**src/rtl/acc_cpu_pkg.sv**
```systemverilog
package acc_cpu_pkg;

  localparam int OPC_W = 4;

  localparam logic [OPC_W-1:0] OPC_HALT  = 4'd0;
  localparam logic [OPC_W-1:0] OPC_LOAD  = 4'd1;
  localparam logic [OPC_W-1:0] OPC_STORE = 4'd2;
  localparam logic [OPC_W-1:0] OPC_ADD   = 4'd3;

  // Control states; each moves at most one register across the bus path.
  typedef enum logic [3:0] {
    ST_F_ADDR  = 4'd0,   // MAR <- PC
    ST_F_READ  = 4'd1,   // read strobe
    ST_F_WAIT  = 4'd2,   // memory latency
    ST_F_CAPT  = 4'd3,   // MDR <- bus
    ST_F_IR    = 4'd4,   // CIR <- MDR, PC + 1
    ST_DECODE  = 4'd5,
    ST_X_ADDR  = 4'd6,   // MAR <- CIR address
    ST_X_READ  = 4'd7,
    ST_X_WAIT  = 4'd8,
    ST_X_CAPT  = 4'd9,
    ST_X_LOAD  = 4'd10,  // ACC <- MDR
    ST_X_ADD   = 4'd11,  // ACC <- ACC + MDR
    ST_X_STAGE = 4'd12,  // MDR <- ACC
    ST_X_WRITE = 4'd13,  // write strobe
    ST_HALTED  = 4'd14
  } cpu_state_e;

endpackage

```
**src/rtl/acc_cpu_ctrl.sv**
```systemverilog
module acc_cpu_ctrl
  import acc_cpu_pkg::*;
(
  input  logic             clk,
  input  logic             rst,
  input  logic [OPC_W-1:0] opcode,
  output cpu_state_e       state,
  output logic             ld_mar_pc,
  output logic             ld_mar_ir,
  output logic             ld_mdr_bus,
  output logic             ld_mdr_acc,
  output logic             ld_cir,
  output logic             pc_step,
  output logic             ld_acc,
  output logic             alu_add,
  output logic             rd_strobe,
  output logic             wr_strobe
);

  cpu_state_e state_q;
  cpu_state_e state_d;

  function automatic logic is_mem_op(input logic [OPC_W-1:0] op);
    return (op == OPC_LOAD) || (op == OPC_STORE) || (op == OPC_ADD);
  endfunction

  always_comb begin
    state_d = state_q;
    unique case (state_q)
      ST_F_ADDR:  state_d = ST_F_READ;
      ST_F_READ:  state_d = ST_F_WAIT;
      ST_F_WAIT:  state_d = ST_F_CAPT;
      ST_F_CAPT:  state_d = ST_F_IR;
      ST_F_IR:    state_d = ST_DECODE;
      ST_DECODE: begin
        if (is_mem_op(opcode))        state_d = ST_X_ADDR;
        else if (opcode == OPC_HALT)  state_d = ST_HALTED;
        else                          state_d = ST_F_ADDR;
      end
      ST_X_ADDR:  state_d = (opcode == OPC_STORE) ? ST_X_STAGE : ST_X_READ;
      ST_X_READ:  state_d = ST_X_WAIT;
      ST_X_WAIT:  state_d = ST_X_CAPT;
      ST_X_CAPT:  state_d = (opcode == OPC_ADD) ? ST_X_ADD : ST_X_LOAD;
      ST_X_LOAD:  state_d = ST_F_ADDR;
      ST_X_ADD:   state_d = ST_F_ADDR;
      ST_X_STAGE: state_d = ST_X_WRITE;
      ST_X_WRITE: state_d = ST_F_ADDR;
      ST_HALTED:  state_d = ST_HALTED;
      default:    state_d = ST_F_ADDR;
    endcase
  end

  always_ff @(posedge clk) begin
    if (rst) state_q <= ST_F_ADDR;
    else     state_q <= state_d;
  end

  always_comb begin
    ld_mar_pc  = 1'b0;
    ld_mar_ir  = 1'b0;
    ld_mdr_bus = 1'b0;
    ld_mdr_acc = 1'b0;
    ld_cir     = 1'b0;
    pc_step    = 1'b0;
    ld_acc     = 1'b0;
    alu_add    = 1'b0;
    rd_strobe  = 1'b0;
    wr_strobe  = 1'b0;
    unique case (state_q)
      ST_F_ADDR:  ld_mar_pc = 1'b1;
      ST_F_READ:  rd_strobe = 1'b1;
      ST_F_CAPT:  ld_mdr_bus = 1'b1;
      ST_F_IR: begin
        ld_cir  = 1'b1;
        pc_step = 1'b1;
      end
      ST_X_ADDR:  ld_mar_ir = 1'b1;
      ST_X_READ:  rd_strobe = 1'b1;
      ST_X_CAPT:  ld_mdr_bus = 1'b1;
      ST_X_LOAD:  ld_acc = 1'b1;
      ST_X_ADD: begin
        ld_acc  = 1'b1;
        alu_add = 1'b1;
      end
      ST_X_STAGE: ld_mdr_acc = 1'b1;
      ST_X_WRITE: wr_strobe = 1'b1;
      default: ;
    endcase
  end

  assign state = state_q;

endmodule

```
**src/rtl/acc_cpu_alu.sv**
```systemverilog
module acc_cpu_alu #(
  parameter int DATA_W = 16
) (
  input  logic [DATA_W-1:0] acc_in,
  input  logic [DATA_W-1:0] mdr_in,
  input  logic              add_en,
  output logic [DATA_W-1:0] result
);

  // Sum truncated to the accumulator width (wraps on overflow).
  function automatic logic [DATA_W-1:0] wrap_add(input logic [DATA_W-1:0] a,
                                                 input logic [DATA_W-1:0] b);
    logic [DATA_W:0] full;
    full = {1'b0, a} + {1'b0, b};
    return full[DATA_W-1:0];
  endfunction

  assign result = add_en ? wrap_add(acc_in, mdr_in) : mdr_in;

endmodule

```
**src/rtl/acc_cpu_regs.sv**
```systemverilog
module acc_cpu_regs #(
  parameter int ADDR_W = 12,
  parameter int DATA_W = 16
) (
  input  logic              clk,
  input  logic              rst,
  input  logic              ld_mar_pc,
  input  logic              ld_mar_ir,
  input  logic              ld_mdr_bus,
  input  logic              ld_mdr_acc,
  input  logic              ld_cir,
  input  logic              pc_step,
  input  logic              ld_acc,
  input  logic [DATA_W-1:0] bus_rdata,
  input  logic [DATA_W-1:0] alu_y,
  output logic [ADDR_W-1:0] pc,
  output logic [ADDR_W-1:0] mar,
  output logic [DATA_W-1:0] mdr,
  output logic [DATA_W-1:0] cir,
  output logic [DATA_W-1:0] acc
);

  function automatic logic [ADDR_W-1:0] next_pc(input logic [ADDR_W-1:0] cur);
    return cur + ADDR_W'(1);
  endfunction

  always_ff @(posedge clk) begin
    if (rst) begin
      pc  <= '0;
      mar <= '0;
      mdr <= '0;
      cir <= '0;
      acc <= '0;
    end else begin
      if (ld_mar_pc)       mar <= pc;
      else if (ld_mar_ir)  mar <= cir[ADDR_W-1:0];
      if (ld_mdr_bus)      mdr <= bus_rdata;
      else if (ld_mdr_acc) mdr <= acc;
      if (ld_cir)          cir <= mdr;
      if (pc_step)         pc  <= next_pc(pc);
      if (ld_acc)          acc <= alu_y;
    end
  end

endmodule

```
**src/rtl/acc_cpu_seq.sv**
```systemverilog
module acc_cpu_seq
  import acc_cpu_pkg::*;
#(
  parameter int ADDR_W = 12,
  localparam int DATA_W = OPC_W + ADDR_W
) (
  input  logic              clk,
  input  logic              rst,
  output logic [ADDR_W-1:0] mem_addr,
  output logic              mem_rd,
  output logic              mem_wr,
  output logic [DATA_W-1:0] mem_wdata,
  input  logic [DATA_W-1:0] mem_rdata,
  output logic [3:0]        dbg_state,
  output logic [DATA_W-1:0] dbg_acc
);

  cpu_state_e        state_q;
  logic              ld_mar_pc, ld_mar_ir, ld_mdr_bus, ld_mdr_acc, ld_cir;
  logic              ld_acc, alu_add;
  logic              ev_pc_inc;   // program counter advances this cycle
  logic              ev_mdr_bus;  // data register captures the bus this cycle
  logic [ADDR_W-1:0] pc_q, mar_q;
  logic [DATA_W-1:0] mdr_q, cir_q, acc_q, alu_y;

  acc_cpu_ctrl u_ctrl (
    .clk        (clk),
    .rst        (rst),
    .opcode     (cir_q[DATA_W-1 -: OPC_W]),
    .state      (state_q),
    .ld_mar_pc  (ld_mar_pc),
    .ld_mar_ir  (ld_mar_ir),
    .ld_mdr_bus (ev_mdr_bus),
    .ld_mdr_acc (ld_mdr_acc),
    .ld_cir     (ld_cir),
    .pc_step    (ev_pc_inc),
    .ld_acc     (ld_acc),
    .alu_add    (alu_add),
    .rd_strobe  (mem_rd),
    .wr_strobe  (mem_wr)
  );

  assign ld_mdr_bus = ev_mdr_bus;

  acc_cpu_regs #(.ADDR_W(ADDR_W), .DATA_W(DATA_W)) u_regs (
    .clk        (clk),
    .rst        (rst),
    .ld_mar_pc  (ld_mar_pc),
    .ld_mar_ir  (ld_mar_ir),
    .ld_mdr_bus (ld_mdr_bus),
    .ld_mdr_acc (ld_mdr_acc),
    .ld_cir     (ld_cir),
    .pc_step    (ev_pc_inc),
    .ld_acc     (ld_acc),
    .bus_rdata  (mem_rdata),
    .alu_y      (alu_y),
    .pc         (pc_q),
    .mar        (mar_q),
    .mdr        (mdr_q),
    .cir        (cir_q),
    .acc        (acc_q)
  );

  acc_cpu_alu #(.DATA_W(DATA_W)) u_alu (
    .acc_in (acc_q),
    .mdr_in (mdr_q),
    .add_en (alu_add),
    .result (alu_y)
  );

  assign mem_addr  = mar_q;
  assign mem_wdata = mdr_q;
  assign dbg_state = state_q;
  assign dbg_acc   = acc_q;

endmodule

```
**config.mk**
```make
export PLATFORM = sky130hd
export DESIGN_NAME = acc_cpu_seq
export DESIGN_NICKNAME = d
export VERILOG_FILES = /design/src/rtl/acc_cpu_pkg.sv /design/src/rtl/acc_cpu_ctrl.sv /design/src/rtl/acc_cpu_alu.sv /design/src/rtl/acc_cpu_regs.sv /design/src/rtl/acc_cpu_seq.sv
export SDC_FILE = /design/constraint.sdc
export NUM_CORES = 1
export LEC_CHECK = 0
export BUFFER_PORTS_ARGS = -buffer_cell sky130_fd_sc_hd__buf_2
export CAP_MARGIN = 20
export CORE_MARGIN = 2
export CORE_UTILIZATION = 56
export CTS_BUF_LIST = sky130_fd_sc_hd__clkbuf_8 sky130_fd_sc_hd__clkbuf_16
export CTS_CLUSTER_DIAMETER = 40
export DETAILED_ROUTE_END_ITERATION = 16
export PLACE_DENSITY = 0.8
export SYNTH_ARGS = -nofsm -noshare
export SYNTH_HDL_FRONTEND = slang
export SYNTH_SLANG_ARGS = --single-unit
```
**constraint.sdc**
```tcl
create_clock -name clk -period 2.8 [get_ports clk]
set_input_delay 0.28 -clock clk [delete_from_list [all_inputs] [get_ports clk]]
set_output_delay 0.28 -clock clk [all_outputs]
set_load 0.1 [all_outputs]
```
After elaboration in Yosys (flattened, before gate mapping)
Cells that the tools add are included.
- muxes and demuxes: 19
- reductions and logical operators: 9
- add/subtract/negate cells: 2
- equal/unequal tests: 17
- operators by type and width (kind ; count):
    $mux 16 ; 3
    $pmux 4 s12 ; 1
    $eq 4x4->1 const B ; 7
    $mux 12 ; 2
    $add 16x16->16 ; 1
    $eq 4x2->1 const B ; 4
    $eq 4x3->1 const B ; 4
    $add 12x1->12 const B ; 1
    $mux 4 ; 3
    $mux 1 ; 10
    $eq 4x1->1 const B ; 2
    $logic_not 4->1 ; 2
    $reduce_or 2->1 ; 3
    $reduce_bool 2->1 ; 2
    $logic_or 1x1->1 ; 2
- output and inout port bits: 50
- word-level logic and storage cells: 53
- flip-flop bits (word level): 76
- bits of input ports: 18

Depth between registers and ports, before layout
Gate-level depths: netlist (run 1).
- word-level depth: 5
- depth in mapped cells: 8
- depth with buffers taken out: 8

Modules after synthesis
A second synthesis (run 1) with hierarchy kept.
- cells, all modules: 454
- area, all modules: 4321.6 sq um
- modules (own cells, without submodules) (module ; cells each ; seq. area each (sq um) ; instances ; area each (sq um)):
    acc_cpu_regs ; 285 ; 1441.4 ; 1 ; 2965.3
    acc_cpu_alu ; 115 ; 0.0 ; 1 ; 962.2
    acc_cpu_ctrl ; 54 ; 80.1 ; 1 ; 394.1

Least setup slack after synthesis (run 1)
OpenSTA, ideal clock, no wires.
- path kind: register -> output
- start: reg u_ctrl.state_q[3] (netlist: u_ctrl.state[3])
- end: out mem_rd
- required time: 2.520 ns
- data arrival time: 3.367 ns
- buffers on the path: 2
- slack: -0.847 ns
- cell stages (with the launch flop): 5
- path through: dfxtp_1 > buf_2 > buf_2 > nand2b_1 > nor3_1
- cells in the longest elaborated chain, start to end: 3
- elaborated cells between the ends (all ways): 4
- classes of those cells: eq/ne: 2; mux: 1; reduce/logical: 1
- RTL lines (what ; line ; text):
    start: declaration ; acc_cpu_ctrl.sv:20 ; cpu_state_e state_q;
    start signal: assignment ; acc_cpu_ctrl.sv:55 ; else state_q <= state_d;
    $eq 4x1->1 / $eq 4x3->1 (equally long branches) ; acc_cpu_ctrl.sv:69 ; unique case (state_q)
    $reduce_or 2->1 (no source line) * ; n/a ;
    $mux 1 * ; acc_cpu_ctrl.sv:69 ;
    end: declaration ; acc_cpu_seq.sv:10 ; output logic mem_rd,
Every way passes the cells marked *; elsewhere a longest branch is shown, timed or not.

Final worst setup path (run 1)
- start: reg u_regs.mdr[0]
- end: reg u_regs.acc[10]
- cells in the longest elaborated chain, start to end: 2
- RTL lines (what ; line ; text):
    start: declaration ; acc_cpu_regs.sv:18 ; output logic [DATA_W-1:0] mdr,
    start signal: assignment ; acc_cpu_regs.sv:37 ; if (ld_mdr_bus) mdr <= bus_rdata;
    $add 16x16->16 ; acc_cpu_alu.sv:14 ; full = {1'b0, a} + {1'b0, b};
    $mux 16 ; acc_cpu_alu.sv:18 ; assign result = add_en ? wrap_add(acc_in, mdr_in) : mdr_in;
    end signal: assignment ; acc_cpu_regs.sv:41 ; if (ld_acc) acc <= alu_y;
    end: declaration ; acc_cpu_regs.sv:20 ; output logic [DATA_W-1:0] acc
Every way passes these cells.
A chain may end at the register's enable or synchronous reset.

==> impl_metrics.tcl, run 1 <==
set metrics [dict create \
    status "complete, no violations" \
    fp-row-count 30 \
    grt_pass1_wl_um 16700 \
    clkLatencyLatePin_ns 0.36 \
    setup_violations 0 \
    max_slew_margin 0.425 \
    drv_cap 0 \
    final_antenna_net_count 0 \
    totalPowerFinal_mw 2.74 \
    fmax_mhz 385 \
    die-area_mm2 0.00776 \
    rsz0062_at_grt "false" \
    layout.nets 571 \
    wl_per_cell_um 16.0 \
    drt_iter0_drc 203 \
    crit_top_cell "a211oi_1" \
    syn_inst 478 \
    grt_pass1_vias 3508 \
    async_flop_share 0 \
    area_growth_pct 15.9 \
    path_cells "ha_1 > fa_1 > a211oi_1 > o21bai_1 > o2111ai_1 > and3_1 > o21ai_0 > a211oi_1" \
    cts_resized 0 \
    final_cells 637 \
    drt-vias-per-instance 5.94 \
    post-route-period-util 0.928 \
    antennaDiodeCount 0 \
    core_mm2 0.00683 \
    start_util 0.580 \
    maxSlewViolCount 0 \
    n_fill_cell 588 \
    cp.required_ns 3.06 \
    via_count 3785 \
    setup_tns_ns 0 \
    syn_area_per_cell_um2 8.28 \
    drt_wl_total_um 10200 \
    ff2ff_setup_slack_ns 0.20 \
    crit_buf_inv 0 \
    tightest_slew_ns 0.862 \
    synth_edf_count 0 \
    crit_fanout 5 \
    cts_buffers 9 \
    crit_family "compound AO/OA/AOI/OAI gates" \
    clockBufferDepth 2 \
    drive_gt1_frac 0.194 \
    slowest_stage "fa_1" \
    crit_arrival_ns 2.86 \
    leakage_nw 1.92 \
    htreeDepth 3 \
    worstHoldPathType "in -> reg" \
    antenna_found_initial 0 \
    io_pins 68 \
    hold_viol 0 \
    cts_tree "done" \
    synthesis.nets 513 \
    seq_area_frac_synth 0.384 \
    yosys_warnings 0 \
    cts_num_sinks 76 \
    cpPeakStageDelay_ns 0.44 \
    firstDrtPassIters 5 \
    post_dp_cell_area_mm2 0.00435 \
    placed_cells 620 \
    critPathLaunchType "flop" \
    power.density_mw_per_mm2 596 \
    synth_ff_type "dfxtp_1" \
    holdBufCountCts 0 \
    final_cell_mix "dfxtp_1, nand2_1, buf_2" \
    final_cell_area_mm2 0.00459 \
    grt_max_degree 35 \
    vdd_drop_max_mv 0.267 \
    root_buffer "clkbuf_8" \
    fp.dieW_um 88.1 \
    post_cts_buffers 0 \
    r2r_start "u_regs.mdr[0]" \
    cp-end-kind "flop" \
    multi_input_area_mm2 0.00229 \
    portBuffers 67 \
    grtUsageTotal 0.275 \
    register_area_mm2 0.00152 \
    gp_congestion 0.902 \
    layout_commonest_cell "dfxtp_1" \
    synth.ff_latch_count 76 \
    skew_ns 0.00860 \
    route.detailed.drc 0 \
    gr-total-overflow 0 \
    hp-start "mem_rdata[15]" \
    crit_start "u_regs.mdr[0]" \
    die_h_um 88.1 \
    syn-cell-area_mm2 0.00396 \
    clk_pin_slew_worst_paths_ns 0.08 \
    fin_crit_ns 2.60 \
    ys_types 49 \
    hpwl_um 6940 \
    crit_type "reg -> reg" \
]
[cell families after synthesis]
family,synth area share
adder cells (fa/ha/maj),0.0556
AO/OA/AOI/OAI,0.249
multiplexers,0.0534
AND/OR/NAND/NOR,0.171
XOR/XNOR,0.0464
flip-flops,0.384
buffers and inverters,0.0398
[synthesized netlist by cell type (2+ instances only)]
| cell type | instances | area share |
|---|---|---|
| a211oi_1 | 26 | 0.049 |
| a21o_1 | 7 | 0.013 |
| a21oi_1 | 66 | 0.083 |
| a22oi_1 | 17 | 0.032 |
| a31oi_1 | 4 | 0.0063 |
| and3_1 | 8 | 0.013 |
| buf_2 | 9 | 0.011 |
| buf_4 | 3 | 0.0057 |
| clkbuf_1 | 17 | 0.016 |
| dfxtp_1 | 76 | 0.38 |
| ha_1 | 16 | 0.051 |
| inv_1 | 3 | 0.0028 |
| mux2i_1 | 20 | 0.051 |
| nand2_1 | 69 | 0.065 |
| nand2b_1 | 3 | 0.0047 |
| nand3_1 | 2 | 0.0025 |
| nand4_1 | 5 | 0.0079 |
| nor2_1 | 50 | 0.047 |
| nor2b_1 | 2 | 0.0032 |
| nor3_2 | 3 | 0.0076 |
| o211ai_1 | 4 | 0.0076 |
| o21a_1 | 3 | 0.0057 |
| o21ai_0 | 12 | 0.015 |
| o21bai_1 | 2 | 0.0038 |
| o22ai_1 | 6 | 0.0095 |
| or3_1 | 3 | 0.0047 |
| xnor2_1 | 10 | 0.022 |
| xor2_1 | 11 | 0.024 |
[registers in the layout, indices dropped and copies added, names as in the netlist]
| register | cells |
|---|---|
| u_regs.acc | 16 |
| u_regs.cir | 16 |
| u_regs.pc | 12 |
| u_regs.mdr | 16 |
| u_regs.mar | 12 |
| u_ctrl.state | 4 |
[path summary, 6_finish.rpt]
check | depth (start not counted) | end
max | 8 | u_regs.acc[10]
min | 3 | u_regs.mdr[15]
max reg2reg | 8 | u_regs.acc[10]
min reg2reg | 2 | u_regs.cir[3]
[worst min-delay path: cells and delay by family]
kind / cells / cell delay, ns
compound gates: 1 / 0.05
simple gates: 1 / 0.07
buf+inv: 1 / 0.08
[routing by layer]
| layer | routed length, um | up-vias | track usage | share of wire |
|---|---|---|---|---|
| met3 | 660 | 14 | 0.0509 | 0.065 |
| met4 | 163 | 0 | 0.0882 | 0.016 |
| met2 | 4890 | 131 | 0.453 | 0.48 |
| li1 | - | 1832 | - | - |
| met5 | 0 | - | 0 | 0 |
| met1 | 4480 | 1808 | 0.368 | 0.44 |
[stage by stage]
step	util	setup WS (ns)	hold slack, ns
2_1_floorplan	-	-0.00829	0.419
3_3_place_gp	0.637	0.447	0.446
3_5_place_dp	0.637	0.301	0.449
4_1_cts	0.670	0.264	0.146
5_1_grt	0.672	0.0824	0.163
6_report	0.672	0.200	0.151
[power by group]
group	switching (mW)	internal (mW)	leakage, nW
clock	0.421	0.526	0.110
combinational	0.489	0.126	1.19
sequential	0.0514	1.12	0.615
[final cells by class]
| type | count | area share |
|---|---|---|
| clock inverters | 6 | 0.0191 |
| well taps | 96 | 0.0262 |
| flip-flops and latches | 76 | 0.332 |
| repair buffers | 78 | 0.0919 |
| clock buffers | 10 | 0.0300 |
| multi-input cells | 368 | 0.499 |
| inverters | 3 | 0.00245 |
No activity file was read; power rests on OpenSTA's default activity.
==> run 2, diff against run 1 <==
Settings changed: ABC_AREA from default to 1, CORE_UTILIZATION 56 to 57, PLACE_DENSITY 0.8 to 0.81.
==> impl_metrics.tcl, run 2 <==
set metrics [dict create \
    gp_congestion 0.941 \
    yosys_warnings 0 \
    status "complete, no violations" \
    crit_top_cell "inv_1" \
    vdd_drop_max_mv 0.557 \
    post_cts_buffers 0 \
    p_clk_frac 0.318 \
    synth.ff_latch_count 76 \
    yosys.area.top_type "dfxtp_1" \
    via_count 4270 \
    root_buffer "clkbuf_8" \
    grt_max_degree 45 \
    cp-end-kind "flop" \
    io_pins 68 \
    synth_ff_type "dfxtp_1" \
    skew_ns 0.00848 \
    synth_area_leaders "dfxtp_1, nand2_1, a21oi_1" \
    start_util 0.580 \
    fin_crit_ns 2.11 \
    path_cells "nor2_2 > nand2_1 > inv_1 > nor2_1 > inv_1 > o21ai_0 > a21oi_1" \
    die-area_mm2 0.00796 \
    fin_ws_ns 0.691 \
    synth_common_cells "nand2_1, inv_1, dfxtp_1, a21oi_1, o21ai_0" \
    cts_buffers 9 \
    die_h_um 89.2 \
    whs_path_depth 3 \
    fp-row-count 31 \
    final_core_util 0.671 \
    clk_pin_slew_worst_paths_ns 0.09 \
    grt_pass1_wl_um 18600 \
    cts_num_sinks 76 \
    setup_violations 0 \
    hpwl_um 8470 \
    htreeDepth 3 \
    synth_most_common_cell "nand2_1" \
    grt_pass1_vias 3856 \
    fmax_mhz 474 \
    async_flop_share 0 \
    antennaDiodeCount 0 \
    met2WireLength_um 5460 \
    wl_per_cell_um 15.2 \
    crit_fanout 14 \
    cp.required_ns 3.05 \
    whs_endpoint "u_regs.mdr[15]" \
    cts_resized 0 \
    p_seq_frac 0.395 \
    comb_power_share 0.287 \
    ff2ff_setup_slack_ns 0.69 \
    p_sw_frac 0.402 \
    critPathLaunchType "flop" \
    slowest_stage "dfxtp_1" \
    wl_met1_um 5090 \
    p_sw_mw 1.25 \
    drv_cap 0 \
    holdBufCountCts 0 \
    drt-vias-per-instance 5.57 \
    area_growth_pct 15.6 \
    r2r_start "u_ctrl.state[0]" \
    seq_area_frac_synth 0.367 \
    n_fill_cell 646 \
    maxSlewViolCount 0 \
    r2r_end "u_regs.mar[3]" \
    max_slew_margin 0.667 \
    syn-cell-area_mm2 0.00414 \
    hold_viol 0 \
    final_antenna_net_count 0 \
    clockBufferDepth 2 \
    core_mm2 0.00714 \
    synth_edf_count 0 \
    ff2ff_path_depth 7 \
    internal_power_mw 1.86 \
    ys_types 44 \
    hp-start "mem_rdata[15]" \
    routed.top_layer "met4" \
    cpPeakStageDelay_ns 0.60 \
    syn_area_per_cell_um2 6.93 \
    layout_commonest_cell "nand2_1" \
    dp_slack_ns 0.779 \
    reg.largest.list "u_regs.acc x16, u_regs.cir x16, u_regs.mdr x16" \
    final_cell_mix "nand2_1, inv_1, dfxtp_1" \
    worstHoldPathType "in -> reg" \
    power.density_mw_per_mm2 649 \
    wl_met3_um 803 \
    antenna_found_initial 0 \
    drt_wl_total_um 11600 \
    synthesis.nets 633 \
    rsz0062_at_grt "false" \
    portBuffers 67 \
    layout.nets 697 \
    post-route-period-util 0.753 \
    grtUsageTotal 0.306 \
    fp.dieW_um 89.2 \
    crit_arrival_ns 2.36 \
    cts_tree "done" \
    whs_ns 0.186 \
    gr-total-overflow 0 \
    totalPowerFinal_mw 3.11 \
    tightest_slew_ns 0.503 \
    crit_type "reg -> reg" \
    setup_tns_ns 0 \
    clkLatencyLatePin_ns 0.36 \
    syn_inst 598 \
    drive_gt1_frac 0.183 \
    leakage_nw 2.30 \
    firstDrtPassIters 5 \
    route.detailed.drc 0 \
    synth_top_area_share 0.367 \
    drt_iter0_drc 301 \
]
run 2: cell types whose count changed in the layout (fill, tap and decap cells not counted), moves of 9 or more:
cell / before / now
nand2_1: 69 / 139
xor2_1: 11 / 0
a22oi_1: 17 / 3
inv_1: 4 / 82
nor2_1: 49 / 37
nand3_1: 2 / 27
a211oi_1: 26 / 2
o21ai_0: 12 / 50
xnor2_1: 10 / 1
mux2i_1: 20 / 0
run 2: worst max-delay path by stage:
stage / from / endpoint / slack, ns
after global routing: u_ctrl.state[0] / u_regs.mar[3] / 0.47
after CTS: u_ctrl.state[0] / mem_rd / 0.74
after floorplan: u_ctrl.state[3] / mem_wr / 0.34
final: u_ctrl.state[0] / u_regs.mar[3] / 0.69
after detailed placement: u_ctrl.state[0] / u_regs.mar[2] / 0.78
after global placement: u_ctrl.state[0] / u_regs.mar[3] / 0.85
run 2: cells by family after synthesis:
| logic type | share of synthesized area |
|---|---|
| and+or+nand+nor | 0.270 |
| AOI/OAI and AO/OA | 0.204 |
| buffers and inverters | 0.104 |
| adders and majority gates | 0.0532 |
| DFF | 0.367 |
| xor gates and xnor gates | 0.00212 |
run 2: power by group through the flow:
stage	Sequential (mW)	Clock [mW]	Combinational, mW
2_1_floorplan	1.64	0	0.328
3_3_place_gp	1.24	0	0.870
3_5_place_dp	1.25	0	0.882
4_1_cts	1.22	0.990	0.886
5_1_grt	1.23	1.05	0.949
6_report	1.23	0.988	0.892
run 2: layout make-up:
cell class,instances,area [um^2],area share
clock buffers,10,138,0.0287
clock inverters,6,93.8,0.0196
inverters,91,343,0.0716
multi-input cells,412,2200,0.459
flip-flops and latches,76,1520,0.318
well taps,99,124,0.0259
repair buffers,72,373,0.0779
run 2: metal layers:
| layer | vias up | track usage |
|---|---|---|
| li1 | 2094 | - |
| met1 | 1961 | 0.408 |
| met2 | 191 | 0.500 |
| met3 | 24 | 0.0434 |
| met4 | 0 | 0.119 |
| met5 | - | 0 |
run 2: critical path, delay by kind of cell (launching register included):
| kind | cells | cell delay (ns) |
|---|---|---|
| AOI/OAI and AO/OA | 2 | 0.27 |
| DFF | 1 | 0.60 |
| and+or+nand+nor | 3 | 0.76 |
| buffers and inverters | 2 | 0.36 |
run 2: stage by stage:
| stage | instance area (um^2) | std cells |
|---|---|---|
| 6_report | 4790 | 766 |
| 4_1_cts | 4790 | 766 |
| 2_1_floorplan | 4150 | 598 |
| 5_1_grt | 4790 | 766 |
| 3_3_place_gp | 4560 | 750 |
| 3_5_place_dp | 4560 | 750 |
